<file path="config.mk">
export PLATFORM = sky130hd
export DESIGN_NAME = rom_page_latch
export DESIGN_NICKNAME = d
export VERILOG_FILES = /design/src/rtl/rom_page_pkg.sv /design/src/rtl/port_write_decode.sv /design/src/rtl/page_register.sv /design/src/rtl/rom_port_drive.sv /design/src/rtl/rom_page_latch.sv
export SDC_FILE = /design/constraint.sdc
export NUM_CORES = 1
export LEC_CHECK = 0
export BUFFER_PORTS_ARGS = -buffer_cell sky130_fd_sc_hd__buf_4
export CORE_MARGIN = 5
export CORE_UTILIZATION = 30
export CTS_BUF_LIST = sky130_fd_sc_hd__clkbuf_8
export DETAILED_ROUTE_END_ITERATION = 10
export PLACE_DENSITY = 0.73
export SLEW_MARGIN = 10
export SYNTH_ARGS = -nofsm -noshare
export SYNTH_HDL_FRONTEND = slang
export SYNTH_SLANG_ARGS = --single-unit
</file>
<file path="constraint.sdc">
create_clock -name clk -period 1.5 [get_ports clk]
set_input_delay 0.15 -clock clk [delete_from_list [all_inputs] [get_ports clk]]
set_output_delay 0.15 -clock clk [all_outputs]
set_load 0.005 [all_outputs]
</file>
<file path="src/rtl/rom_page_pkg.sv">
package rom_page_pkg;

  // Active-low bus strobes as sampled from the CPU side.
  typedef struct packed {
    logic mreq_n;
    logic iorq_n;
    logic rd_n;
    logic wr_n;
    logic m1_n;
  } bus_strobe_t;

  localparam bus_strobe_t STROBE_IDLE = '{
    mreq_n: 1'b1, iorq_n: 1'b1, rd_n: 1'b1, wr_n: 1'b1, m1_n: 1'b1
  };

endpackage

</file>
<file path="src/rtl/port_write_decode.sv">
module port_write_decode
  import rom_page_pkg::*;
(
  input  logic        sel_bit,
  input  bus_strobe_t strobe,
  output logic        load_en
);

  // Qualified I/O write: select bit low, I/O request and write low,
  // and not an interrupt-acknowledge (m1_n low together with iorq_n).
  always_comb begin
    load_en = ~sel_bit & ~strobe.iorq_n & ~strobe.wr_n & strobe.m1_n;
  end

endmodule

</file>
<file path="src/rtl/page_register.sv">
module page_register #(
  parameter int PAGE_BITS = 2
) (
  input  logic                 clk,
  input  logic                 rst,
  input  logic                 load_en,
  input  logic [PAGE_BITS-1:0] din,
  output logic [PAGE_BITS-1:0] page
);

  always_ff @(posedge clk) begin
    if (rst)
      page <= '0;
    else if (load_en)
      page <= din;
  end

  assert_reset_clear_R1: assert property (@(posedge clk) rst |=> page == '0);

  assert_load_value_R2: assert property (@(posedge clk) disable iff (rst)
    load_en |=> page == $past(din));

  assert_hold_when_idle_R3: assert property (@(posedge clk) disable iff (rst)
    !load_en |=> $stable(page));

endmodule

</file>
<file path="src/rtl/rom_port_drive.sv">
module rom_port_drive
  import rom_page_pkg::*;
#(
  parameter int ADDR_W    = 16,
  parameter int PAGE_BITS = 2
) (
  input  logic                 clk,
  input  logic                 rst,
  input  logic [ADDR_W-1:0]    addr,
  input  bus_strobe_t          strobe,
  input  logic [PAGE_BITS-1:0] page,
  output logic [ADDR_W-1:0]    rom_addr,
  output logic                 rom_ce_n,
  output logic                 rom_oe_n
);

  localparam int WIN_BITS = ADDR_W - PAGE_BITS;

  logic in_window;
  logic ce_next;
  logic oe_next;

  always_comb begin
    in_window = (addr[ADDR_W-1:WIN_BITS] == '0);
    ce_next   = ~strobe.mreq_n & in_window;
    oe_next   = ce_next & ~strobe.rd_n & strobe.wr_n;
  end

  always_ff @(posedge clk) begin
    if (rst) begin
      rom_addr <= '0;
      rom_ce_n <= 1'b1;
      rom_oe_n <= 1'b1;
    end else begin
      rom_addr <= {page, addr[WIN_BITS-1:0]};
      rom_ce_n <= ~ce_next;
      rom_oe_n <= ~oe_next;
    end
  end

  assert_outputs_idle_R1: assert property (@(posedge clk)
    rst |=> (rom_ce_n && rom_oe_n && rom_addr == '0));

  assert_low_bits_pass_R6: assert property (@(posedge clk) disable iff (rst)
    1'b1 |=> rom_addr[WIN_BITS-1:0] == $past(addr[WIN_BITS-1:0]));

  assert_ce_in_window_R7: assert property (@(posedge clk) disable iff (rst)
    (strobe.mreq_n || !in_window) |=> rom_ce_n);

  assert_oe_needs_ce_R8: assert property (@(posedge clk) disable iff (rst)
    !rom_oe_n |-> !rom_ce_n);

  assert_oe_off_on_write_R8: assert property (@(posedge clk) disable iff (rst)
    !strobe.wr_n |=> rom_oe_n);

endmodule

</file>
<file path="src/rtl/rom_page_latch.sv">
module rom_page_latch
  import rom_page_pkg::*;
#(
  parameter int ADDR_W    = 16,
  parameter int DATA_W    = 8,
  parameter int PAGE_BITS = 2,
  parameter int SEL_BIT   = 7
) (
  input  logic              clk,
  input  logic              rst,
  input  logic [ADDR_W-1:0] addr,
  input  logic [DATA_W-1:0] data,
  input  logic              mreq_n,
  input  logic              iorq_n,
  input  logic              rd_n,
  input  logic              wr_n,
  input  logic              m1_n,
  output logic [ADDR_W-1:0] rom_addr,
  output logic              rom_ce_n,
  output logic              rom_oe_n
);

  bus_strobe_t          strobe;
  logic                 load_en;
  logic [PAGE_BITS-1:0] page;

  always_comb begin
    strobe.mreq_n = mreq_n;
    strobe.iorq_n = iorq_n;
    strobe.rd_n   = rd_n;
    strobe.wr_n   = wr_n;
    strobe.m1_n   = m1_n;
  end

  port_write_decode u_decode (
    .sel_bit (addr[SEL_BIT]),
    .strobe  (strobe),
    .load_en (load_en)
  );

  page_register #(.PAGE_BITS(PAGE_BITS)) u_page (
    .clk     (clk),
    .rst     (rst),
    .load_en (load_en),
    .din     (data[PAGE_BITS-1:0]),
    .page    (page)
  );

  rom_port_drive #(.ADDR_W(ADDR_W), .PAGE_BITS(PAGE_BITS)) u_drive (
    .clk      (clk),
    .rst      (rst),
    .addr     (addr),
    .strobe   (strobe),
    .page     (page),
    .rom_addr (rom_addr),
    .rom_ce_n (rom_ce_n),
    .rom_oe_n (rom_oe_n)
  );

  assert_inta_ignored_R4: assert property (@(posedge clk) disable iff (rst)
    (!iorq_n && !m1_n) |=> $stable(page));

  assert_io_read_ignored_R5: assert property (@(posedge clk) disable iff (rst)
    wr_n |=> $stable(page));

  assert_high_port_ignored_R3: assert property (@(posedge clk) disable iff (rst)
    addr[SEL_BIT] |=> $stable(page));

  assert_page_on_rom_R6: assert property (@(posedge clk) disable iff (rst)
    1'b1 |=> rom_addr[ADDR_W-1:ADDR_W-PAGE_BITS] == $past(page));

endmodule

</file>
==> metrics.csv, run 1 <==
stage;metric;value;unit
timing;fin_skew;0.000181;ns
floorplan;die-width;54.3;um
timing;min_period_over_period;69.1;%
worst_setup_path;path_max_fanout;2;
worst_setup_path;arrival;1.17;ns
route;ant_nets;0;
floorplan;die_h;54.3;um
logic_synthesis;synth_fa_ha_area_share;0;%
worst_setup_path;critPathBufInv;1;
cells_and_area;antenna_cells;0;
placement;io_buffer_count;42;
timing;rsz0062_at_grt;false;
worst_setup_path;worstPathRequired;1.63;ns
worst_setup_path;cpPeakStageDelay;0.52;ns
timing;hold_viol;0;
worst_setup_path;crit_family;simple AND/OR/NAND/NOR gates;
route;drtIter0Drc;3;
cells_and_area;area_growth;69.4;%
timing;slew_violations;0;
cells_and_area;drive_above_1_share;64.4;%
logic_synthesis;synthMuxAreaShare;3.83;%
worst_setup_path;path_cells;buf_4 > or4_4 > or3b_1;
route;drt-pass1-iter-count;4;
logic_synthesis;syn_nets;75;
power;finalPower;1.06;mW
placement;place.gp.congestion;0.558;
global_routing;grt_pass1_wl;1870;um
global_routing;grt_overflow;0;
worst_setup_path;end_kind;flop;
global_routing;grt_pass1_vias;475;
logic_synthesis;synth_top_family_by_area;simple AND/OR/NAND/NOR gates;
worst_setup_path;setup.worst_path.class;in2reg;
timing;tightest_slew;0.476;ns
route;wl_per_cell;11.4;um
logic_synthesis;ys_ff_latch;20;
logic_synthesis;synth_cell_type_count;8;
flow_run;max_cap_violations;0;
logic_synthesis;synthCells;44;
clock_tree;clk_pin_slew;0.07;ns
logic_synthesis;yosysSeqAreaShare;68.1;%
cells_and_area;nets;122;
worst_setup_path;cp-start-kind;primary input;
logic_synthesis;synth-compound-area-share;0;%
route;via_count;461;
cells_and_area;final_cell_mix;buf_4, dfxtp_1, nor2b_1;
timing;fmax;964;MHz
global_routing;use_met2;16.3;%
logic_synthesis;syn_avg_cell_area;13.4;um2
outcome;status;completed;
route;avgViaCountPerCell;3.94;
route;drt_wl_total;1330;um
floorplan;dieArea;2950;um2
global_routing;grtUsageMet3;4.09;%
clock_tree;cts_resized;0;
min_path;min_path_type;in2reg;
floorplan;start_util;30.6;%
power;power.density;1060;nW/um2
logic_synthesis;yosys.area_share.simple;27.4;%
timing;min_period;1.04;ns
cells_and_area;final_common_cell;buf_4;
power;ir_drop;0.342;mV
global_routing;antenna_found_initial;0;
clock_tree;numClockSinks;20;
clock_tree;postCtsHoldBufs;0;
power;leakage;0.485;nW
worst_setup_path;critPathSlowestCell;or4_4;
timing;final.setup.tns;0;ns
clock_tree;cts_setup_buffers;0;
clock_tree;cts_tree;built;
global_routing;grtUsageTotal;9.00;%
logic_synthesis;yosys_warnings;0;
logic_synthesis;synthXorXnorAreaFrac;0;%
timing;setup_viol;0;
floorplan;core;1920;um2
clock_tree;cts_root_buffer;clkbuf_8;
clock_tree;cts_inserted_buffers;3;
floorplan;num_io_pins;49;
global_routing;met1_usage;8.19;%
route;drc;0;
clock_tree;clock_latency;0.25;ns
logic_synthesis;synth_area;588;um2
placement;place_hpwl;1090;um
floorplan;num_rows;16;
clock_tree;cts_htree_levels;1;
timing;worst_slew_margin_rel;67.8;%
global_routing;grt_max_degree;19;
clock_tree;clockBufferDepth;2;
global_routing;grt_busiest_layer;met2;
-- Yosys cell counts --
cell type  count  area share, %
or4_4          1            1.9
nor4b_1        1            1.5
nor2b_1       10             11
dfxtp_1       20             68
clkbuf_1       1           0.64
and2b_2        8             12
or3b_1         1            1.5
mux2_2         2            3.8
-- worst reg2reg max path, cell delays in order, from the launching register on --
cell     delay [ns]
dfxtp_1        0.29
and2b_2        0.19
mux2_2         0.25
-- per-stage QoR --
step	utilization (%)	instance area, um2	setup WS, ns	hold WS (ns)	cells
final	51.8	996	0.463	0.0970	117
after global routing	51.8	996	0.445	0.100	117
after CTS	51.8	996	0.473	0.0893	117
after detailed placement	49.0	941	0.218	0.339	113
after global placement	49.0	941	0.231	0.337	113
after floorplan	-	588	0.355	0.253	44
-- cell type report --
type                       count  area [um2]
fill                         185         926
sequential                    20         400
timing repair buffer          43         323
multi-input combinational     23         184
clock buffer                   4        55.1
tap                           27        33.8
-- cells by family (layout without fill, tap and decap cells) --
family        after synthesis  in the layout
simple gates               21             21
mux                         2              2
buf+inv                     1             47
flops                      20             20
-- routing by layer --
metal	vias to the layer above	share of wire (%)
li1	230	-
met1	203	35
met3	2	14
met5	-	0
met2	26	50
met4	0	0.60
-- power breakdown --
group	internal (mW)	switching [mW]
Clock	0.233	0.153
Combinational	0.0828	0.0315
Sequential	0.554	0.00542
Total	0.869	0.190
-- state kept, by name (all words and copies together), names as in the netlist --
signal            flops
u_drive.rom_oe_n      1
u_drive.rom_addr     16
u_drive.rom_ce_n      1
u_page.page           2
-- final timing paths --
| path | startpoint | endpoint | slack (ns) | cells past startpoint |
|---|---|---|---|---|
| max | mreq_n | u_drive.rom_oe_n$_SDFF_PP1_ | 0.46 | 3 |
| min | rd_n | u_drive.rom_oe_n$_SDFF_PP1_ | 0.1 | 2 |
| max reg2reg | u_page.page[1]$_SDFFE_PP0P_ | u_page.page[1]$_SDFFE_PP0P_ | 0.66 | 2 |
| min reg2reg | u_page.page[0]$_SDFFE_PP0P_ | u_drive.rom_addr[14]$_SDFF_PP0_ | 0.47 | 1 |
Note: power is estimated with default switching activity, not from simulation.
==> inputs of run 2 (changes only) <==
- PLACE_DENSITY: 0.73 -> 0.75
- clock period: 1.5 -> 0.9 ns (I/O delays scaled with it)
==> run 2 against run 1 <==
The flow now finishes with violations (setup timing). Via count is 1.1% lower. Cell area is 1.4% higher. Clock-buffer cell count stayed put. Combinational power is 68% higher. Routed wire length is 5.2% lower. Hold slack worse by 0.071 ns. Final cell count stayed put. Clock power is 69% higher. First-iteration DRC count is 100% lower. Die area stayed put. Worst setup slack worse by 0.47 ns. Largest cell class unchanged.
==> metrics.csv, run 2 (synthesis gave the netlist of run 1 again) <==
stage;metric;value;unit;change
outcome;status;finished, violations left;;was completed
outcome;failed_checks;setup timing;;
global_routing;grt_pass1_wl;1810;um;was 1870 um
cells_and_area;antenna_cells;0;;unchanged
timing;worst_slew_margin_rel;78.9;%;was 67.8%
global_routing;grt_overflow;0;;unchanged
floorplan;core;1920;um2;unchanged
floorplan;dieArea;2950;um2;unchanged
timing;min_period;0.905;ns;
floorplan;die-width;54.3;um;unchanged
worst_setup_path;arrival;1.04;ns;was 1.17 ns
power;leakage;0.489;nW;was 0.485 nW
worst_setup_path;cp-start-kind;primary input;;unchanged
route;drt_wl_total;1260;um;was 1330 um
global_routing;grt_pass1_vias;434;;was 475
cells_and_area;postLayoutCellArea;1010;um2;was 996 um2
clock_tree;clockBufferDepth;2;;unchanged
route;drt-pass1-iter-count;1;;was 4
cells_and_area;largest_reg_flops;16;;unchanged
cells_and_area;fill_cells;177;;was 185
timing;fin_skew;0.00190;ns;was 0.000181 ns
cells_and_area;final_common_cell;buf_4;;unchanged
route;drc;0;;unchanged
cells_and_area;regMostFlops;u_drive.rom_addr;;unchanged
route;wl_per_cell;10.8;um;was 11.4 um
cells_and_area;top_regs;u_drive.rom_addr x16, u_page.page x2;;unchanged
clock_tree;cts_htree_levels;1;;unchanged
global_routing;grt_max_degree;19;;unchanged
clock_tree;postCtsHoldBufs;0;;unchanged
global_routing;antenna_found_initial;0;;unchanged
min_path;min_path_type;in2reg;;unchanged
worst_setup_path;ff2ff_path_depth;2;;unchanged
worst_setup_path;worstPathRequired;1.04;ns;was 1.63 ns
worst_setup_path;path_max_fanout;2;;unchanged
cells_and_area;utilization;52.5;%;was 51.8%
clock_tree;numClockSinks;20;;unchanged
cells_and_area;regArea;400;um2;unchanged
timing;slew_violations;0;;unchanged
timing;hold_viol;0;;unchanged
clock_tree;cts_inserted_buffers;3;;unchanged
worst_setup_path;ff2ff_setup_slack;0.06;ns;was 0.66 ns
cells_and_area;area_growth;71.7;%;was 69.4%
power;ir_drop;0.638;mV;was 0.342 mV
worst_setup_path;end_kind;flop;;unchanged
timing;setup_ws;-0.00492;ns;was 0.463 ns
floorplan;num_rows;16;;unchanged
worst_setup_path;r2r_start;u_page.page[0]$_SDFFE_PP0P_;;was u_page.page[1]$_SDFFE_PP0P_
cells_and_area;nets;122;;unchanged
timing;min_period_over_period;101;%;
min_path;hold_start;rd_n;;unchanged
worst_setup_path;cp-startpoint;mreq_n;;unchanged
placement;io_buffer_count;42;;unchanged
placement;placed_area;947;um2;was 941 um2
cells_and_area;drive_above_1_share;65.6;%;was 64.4%
global_routing;grtUsageTotal;9.18;%;was 9.00%
timing;setup_viol;1;;was 0
min_path;hold_depth;2;;unchanged
placement;place.gp.congestion;0.587;;was 0.558
timing;fmax;1110;MHz;
timing;rsz0062_at_grt;true;;was false
route;drtIter0Drc;0;;was 3
worst_setup_path;rr_endpoint;u_page.page[0]$_SDFFE_PP0P_;;was u_page.page[1]$_SDFFE_PP0P_
timing;tightest_slew;0.315;ns;was 0.476 ns
power;power.density;1760;nW/um2;was 1060 nW/um2
clock_tree;cts_root_buffer;clkbuf_8;;unchanged
route;via_count;456;;was 461
worst_setup_path;setup.worst_path.class;in2reg;;unchanged
flow_run;max_cap_violations;0;;unchanged
floorplan;die_h;54.3;um;unchanged
floorplan;start_util;30.6;%;unchanged
clock_tree;cts_tree;built;;unchanged
cells_and_area;final_cell_mix;buf_4, dfxtp_1, nor2b_1;;unchanged
floorplan;num_io_pins;49;;unchanged
route;avgViaCountPerCell;3.90;;was 3.94
route;ant_nets;0;;unchanged
clock_tree;clock_latency;0.25;ns;about the same
clock_tree;clk_pin_slew;0.07;ns;about the same
min_path;holdPathEnd;u_drive.rom_oe_n$_SDFF_PP1_;;unchanged
cells_and_area;multi_input_area;190;um2;was 184 um2
[run 2: cell types whose count changed in the layout (fill, tap and decap cells not counted)]
cell	delta
nor4b_2	+1
nor4b_1	-1
buf_4	-2
buf_6	+2
[run 2: worst max-delay path, stage by stage]
cell and delay [ns]:
buf_6 0.09, or4_4 0.51, or3b_1 0.35
[run 2: cell type report]
class                   instances  area share (%)
multi-input cells              23            18.8
well taps                      27            3.35
clock buffers                   4            5.45
flip-flops and latches         20            39.7
repair buffers                 43            32.7
[run 2: worst max path at each step]
| stage | cells after the start | endpoint | slack, ns |
|---|---|---|---|
| CTS | 3 | u_drive.rom_oe_n$_SDFF_PP1_ | 0.004 |
| finish | 3 | u_drive.rom_oe_n$_SDFF_PP1_ | -0.005 |
| global route | 3 | u_drive.rom_oe_n$_SDFF_PP1_ | -0.05 |
| floorplan | 2 | u_drive.rom_oe_n$_SDFF_PP1_ | -0.16 |
| global placement | 3 | u_drive.rom_oe_n$_SDFF_PP1_ | -0.28 |
| detailed placement | 3 | u_drive.rom_oe_n$_SDFF_PP1_ | -0.29 |
[run 2: where the power goes]
part | internal [mW] | switching, mW
clock network | 0.388 | 0.264
logic | 0.141 | 0.0510
registers | 0.923 | 0.00918
[run 2: timing repair]
action | 4_1_cts | 5_1_grt
gates resized for setup | 2 | 0
cloned | 0 | 0
endpoints found under the setup margin | 1 | 1
setup buffers | 0 | 0
hold endpoints to repair | 0 | 0
[run 2: stage by stage]
step           std cells   TNS, ns  power [mW]  setup slack [ns]  hold WS (ns)
2_1_floorplan         44    -0.162        1.00            -0.162         0.194
3_3_place_gp         113    -0.591        1.14            -0.281         0.278
3_5_place_dp         113    -0.614        1.15            -0.289         0.281
4_1_cts              117         0        1.80           0.00372        0.0168
5_1_grt              117   -0.0453        1.86           -0.0453        0.0315
6_report             117  -0.00492        1.78          -0.00492        0.0262
[run 2: metal layers]
metal  GRT usage, %  vias to the layer above  part of all wire, %
met3           3.81                        2                   12
li1               -                      230                    -
met5              0                        -                    0
met2           15.3                       23                   52
met1           9.23                      201                   36
met4           6.22                        0                 0.32
==> inputs of run 3 (changes only) <==
--- a/config.mk
+++ b/config.mk
@@ -7,5 +7,5 @@
 export LEC_CHECK = 0
 export BUFFER_PORTS_ARGS = -buffer_cell sky130_fd_sc_hd__buf_4
-export CORE_MARGIN = 5
+export CORE_MARGIN = 2
 export CORE_UTILIZATION = 30
 export CTS_BUF_LIST = sky130_fd_sc_hd__clkbuf_8
==> constraint.sdc (replaced) <==
create_clock -name clk -period 0.9 [get_ports clk]
set_input_delay 0.045 -clock clk [delete_from_list [all_inputs] [get_ports clk]]
set_output_delay 0.045 -clock clk [all_outputs]
set_load 0.005 [all_outputs]
==> run 3 against run 2 <==
The run ends with hold timing left. Combinational power is 4% higher. Utilization is 1.6 points higher. Final cell count is 1.7% higher. Die area is 21% lower. Power is 0.13% higher. Critical endpoint unchanged. Largest cell class unchanged.
==> metrics.csv, run 3 (synthesis gave the netlist of run 1 again) <==
stage;metric;value;unit;change
route;via_count;451;;was 456
timing;min_period;0.886;ns;was 0.905 ns
clock_tree;clk_pin_slew;0.07;ns;about the same
timing;tightest_slew;0.323;ns;was 0.315 ns
worst_setup_path;arrival;1.02;ns;was 1.04 ns
worst_setup_path;crit_family;simple AND/OR/NAND/NOR gates;;unchanged
worst_setup_path;ff2ff_path_depth;2;;unchanged
timing;hold_viol;2;;was 0
cells_and_area;regMostFlops;u_drive.rom_addr;;unchanged
worst_setup_path;crit_cells;3;;unchanged
clock_tree;clock_latency;0.25;ns;about the same
power;leakage;0.497;nW;was 0.489 nW
worst_setup_path;end_kind;flop;;unchanged
worst_setup_path;critPathBufInv;1;;unchanged
timing;fmax;1130;MHz;was 1110 MHz
clock_tree;cts_setup_buffers;0;;unchanged
worst_setup_path;worstPathRequired;1.04;ns;about the same
placement;dp_cells;113;;unchanged
outcome;status;finished, violations left;;unchanged
worst_setup_path;critPathSlowestCell;or4_4;;unchanged
global_routing;grt_pass1_wl;1550;um;was 1810 um
power;ir_drop;0.895;mV;was 0.638 mV
cells_and_area;final_common_cell;buf_4;;unchanged
clock_tree;cts_htree_levels;1;;unchanged
route;ant_nets;0;;unchanged
cells_and_area;drive_above_1_share;64.1;%;was 65.6%
outcome;failed_checks;hold timing;;was setup timing
min_path;hold_depth;2;;unchanged
cells_and_area;area_growth;75.1;%;was 71.7%
cells_and_area;final_cell_mix;buf_4, dfxtp_1, nor2b_1;;unchanged
worst_setup_path;cp-start-kind;primary input;;unchanged
timing;worst_slew_margin_rel;78.4;%;was 78.9%
cells_and_area;antenna_cells;0;;unchanged
route;avgViaCountPerCell;3.79;;was 3.90
clock_tree;cts_root_buffer;clkbuf_8;;unchanged
cells_and_area;fill_cells;159;;was 177
floorplan;num_rows;16;;unchanged
cells_and_area;regArea;400;um2;unchanged
global_routing;grt_overflow;0;;unchanged
route;drc;0;;unchanged
route;drt_wl_total;1210;um;was 1260 um
power;power.density;1730;nW/um2;was 1760 nW/um2
cells_and_area;top_regs;u_drive.rom_addr x16, u_page.page x2;;unchanged
global_routing;grt_max_degree;15;;was 19
placement;io_buffer_count;42;;unchanged
cells_and_area;instances_no_fill;119;;was 117
floorplan;core;1900;um2;was 1920 um2
timing;setup_viol;0;;was 1
cells_and_area;multi_input_area;190;um2;unchanged
clock_tree;clockBufferDepth;2;;unchanged
global_routing;grtUsageTotal;10.1;%;was 9.18%
floorplan;start_util;30.9;%;was 30.6%
cells_and_area;nets;124;;was 122
floorplan;die-width;48.3;um;was 54.3 um
floorplan;die_h;48.3;um;was 54.3 um
route;wl_per_cell;10.2;um;was 10.8 um
worst_setup_path;cpPeakStageDelay;0.52;ns;was 0.51 ns
clock_tree;cts_tree;built;;unchanged
floorplan;num_io_pins;49;;unchanged
clock_tree;cts_inserted_buffers;3;;unchanged
timing;slew_violations;0;;unchanged
placement;place.gp.congestion;0.624;;was 0.587
route;drtIter0Drc;3;;was 0
timing;whs;-0.0257;ns;was 0.0262 ns
global_routing;grt_pass1_vias;365;;was 434
timing;min_period_over_period;98.5;%;was 101%
timing;fin_skew;0.0000503;ns;was 0.00190 ns
clock_tree;numClockSinks;20;;unchanged
worst_setup_path;setup.worst_path.class;in2reg;;unchanged
worst_setup_path;path_max_fanout;2;;unchanged
route;drt-pass1-iter-count;2;;was 1
flow_run;max_cap_violations;0;;unchanged
floorplan;dieArea;2330;um2;was 2950 um2
timing;rsz0062_at_grt;true;;unchanged
global_routing;antenna_found_initial;0;;unchanged
min_path;min_path_type;in2reg;;unchanged
worst_setup_path;path_cells;buf_6 > or4_4 > or3b_1;;unchanged
timing;final.setup.tns;0;ns;was -0.00492 ns
cells_and_area;utilization;54.1;%;was 52.5%
cells_and_area;largest_reg_flops;16;;unchanged
==> run 3: what timing repair did <==
item | 4_1_cts | 5_1_grt
hold buffers | 1 | 1
hold endpoints to repair | 6 | 3
resized for setup | 0 | 2
endpoints found under the setup margin | 0 | 1
==> run 3: per-stage QoR <==
| step | total power, mW | worst slack (ns) | area, um2 | hold WS (ns) |
|---|---|---|---|---|
| global placement | 1.14 | -0.255 | 947 | 0.233 |
| CTS | 1.80 | 0.0193 | 1010 | -0.0297 |
| detailed placement | 1.14 | -0.265 | 947 | 0.233 |
| floorplan | 1.00 | -0.117 | 594 | 0.149 |
| finish | 1.78 | 0.0138 | 1030 | -0.0257 |
| global route | 1.85 | -0.00364 | 1030 | -0.0207 |
==> run 3: final cells by class <==
| class | instances | share of cell area, % |
|---|---|---|
| Clock buffer | 4 | 5.35 |
| Timing Repair Buffer | 45 | 34.0 |
| Sequential cell | 20 | 38.9 |
| Multi-Input combinational cell | 23 | 18.5 |
| Tap cell | 27 | 3.28 |
==> run 3: worst register-to-register path, cell delays in order (launching register included) <==
cell and delay (ns):
dfxtp_1 0.30, and2b_2 0.19, mux2_2 0.25
==> run 3: path summary, 6_finish.rpt <==
path / from / to / slack [ns]
min reg2reg: u_page.page[1]$_SDFFE_PP0P_ / u_drive.rom_addr[15]$_SDFF_PP0_ / 0.47
max reg2reg: u_page.page[0]$_SDFFE_PP0P_ / u_page.page[0]$_SDFFE_PP0P_ / 0.06
min: rd_n / u_drive.rom_oe_n$_SDFF_PP1_ / -0.03
max: mreq_n / u_drive.rom_oe_n$_SDFF_PP1_ / 0.01
==> run 3: metal layers <==
layer / share of wire [%] / track usage, % / vias to the layer above / routed length [um]
met5: 0 / 0 / - / 0
met4: 0.66 / 8.11 / 0 / 8
met3: 12 / 2.96 / 2 / 150
met2: 50 / 18.4 / 24 / 613
met1: 36 / 8.99 / 191 / 441
li1: - / - / 234 / -
==> run 3: power breakdown <==
part	switching (mW)	total, mW	internal [mW]
registers	0.00890	0.932	0.923
clock network	0.259	0.647	0.388
logic	0.0531	0.200	0.147
total	0.321	1.78	1.46
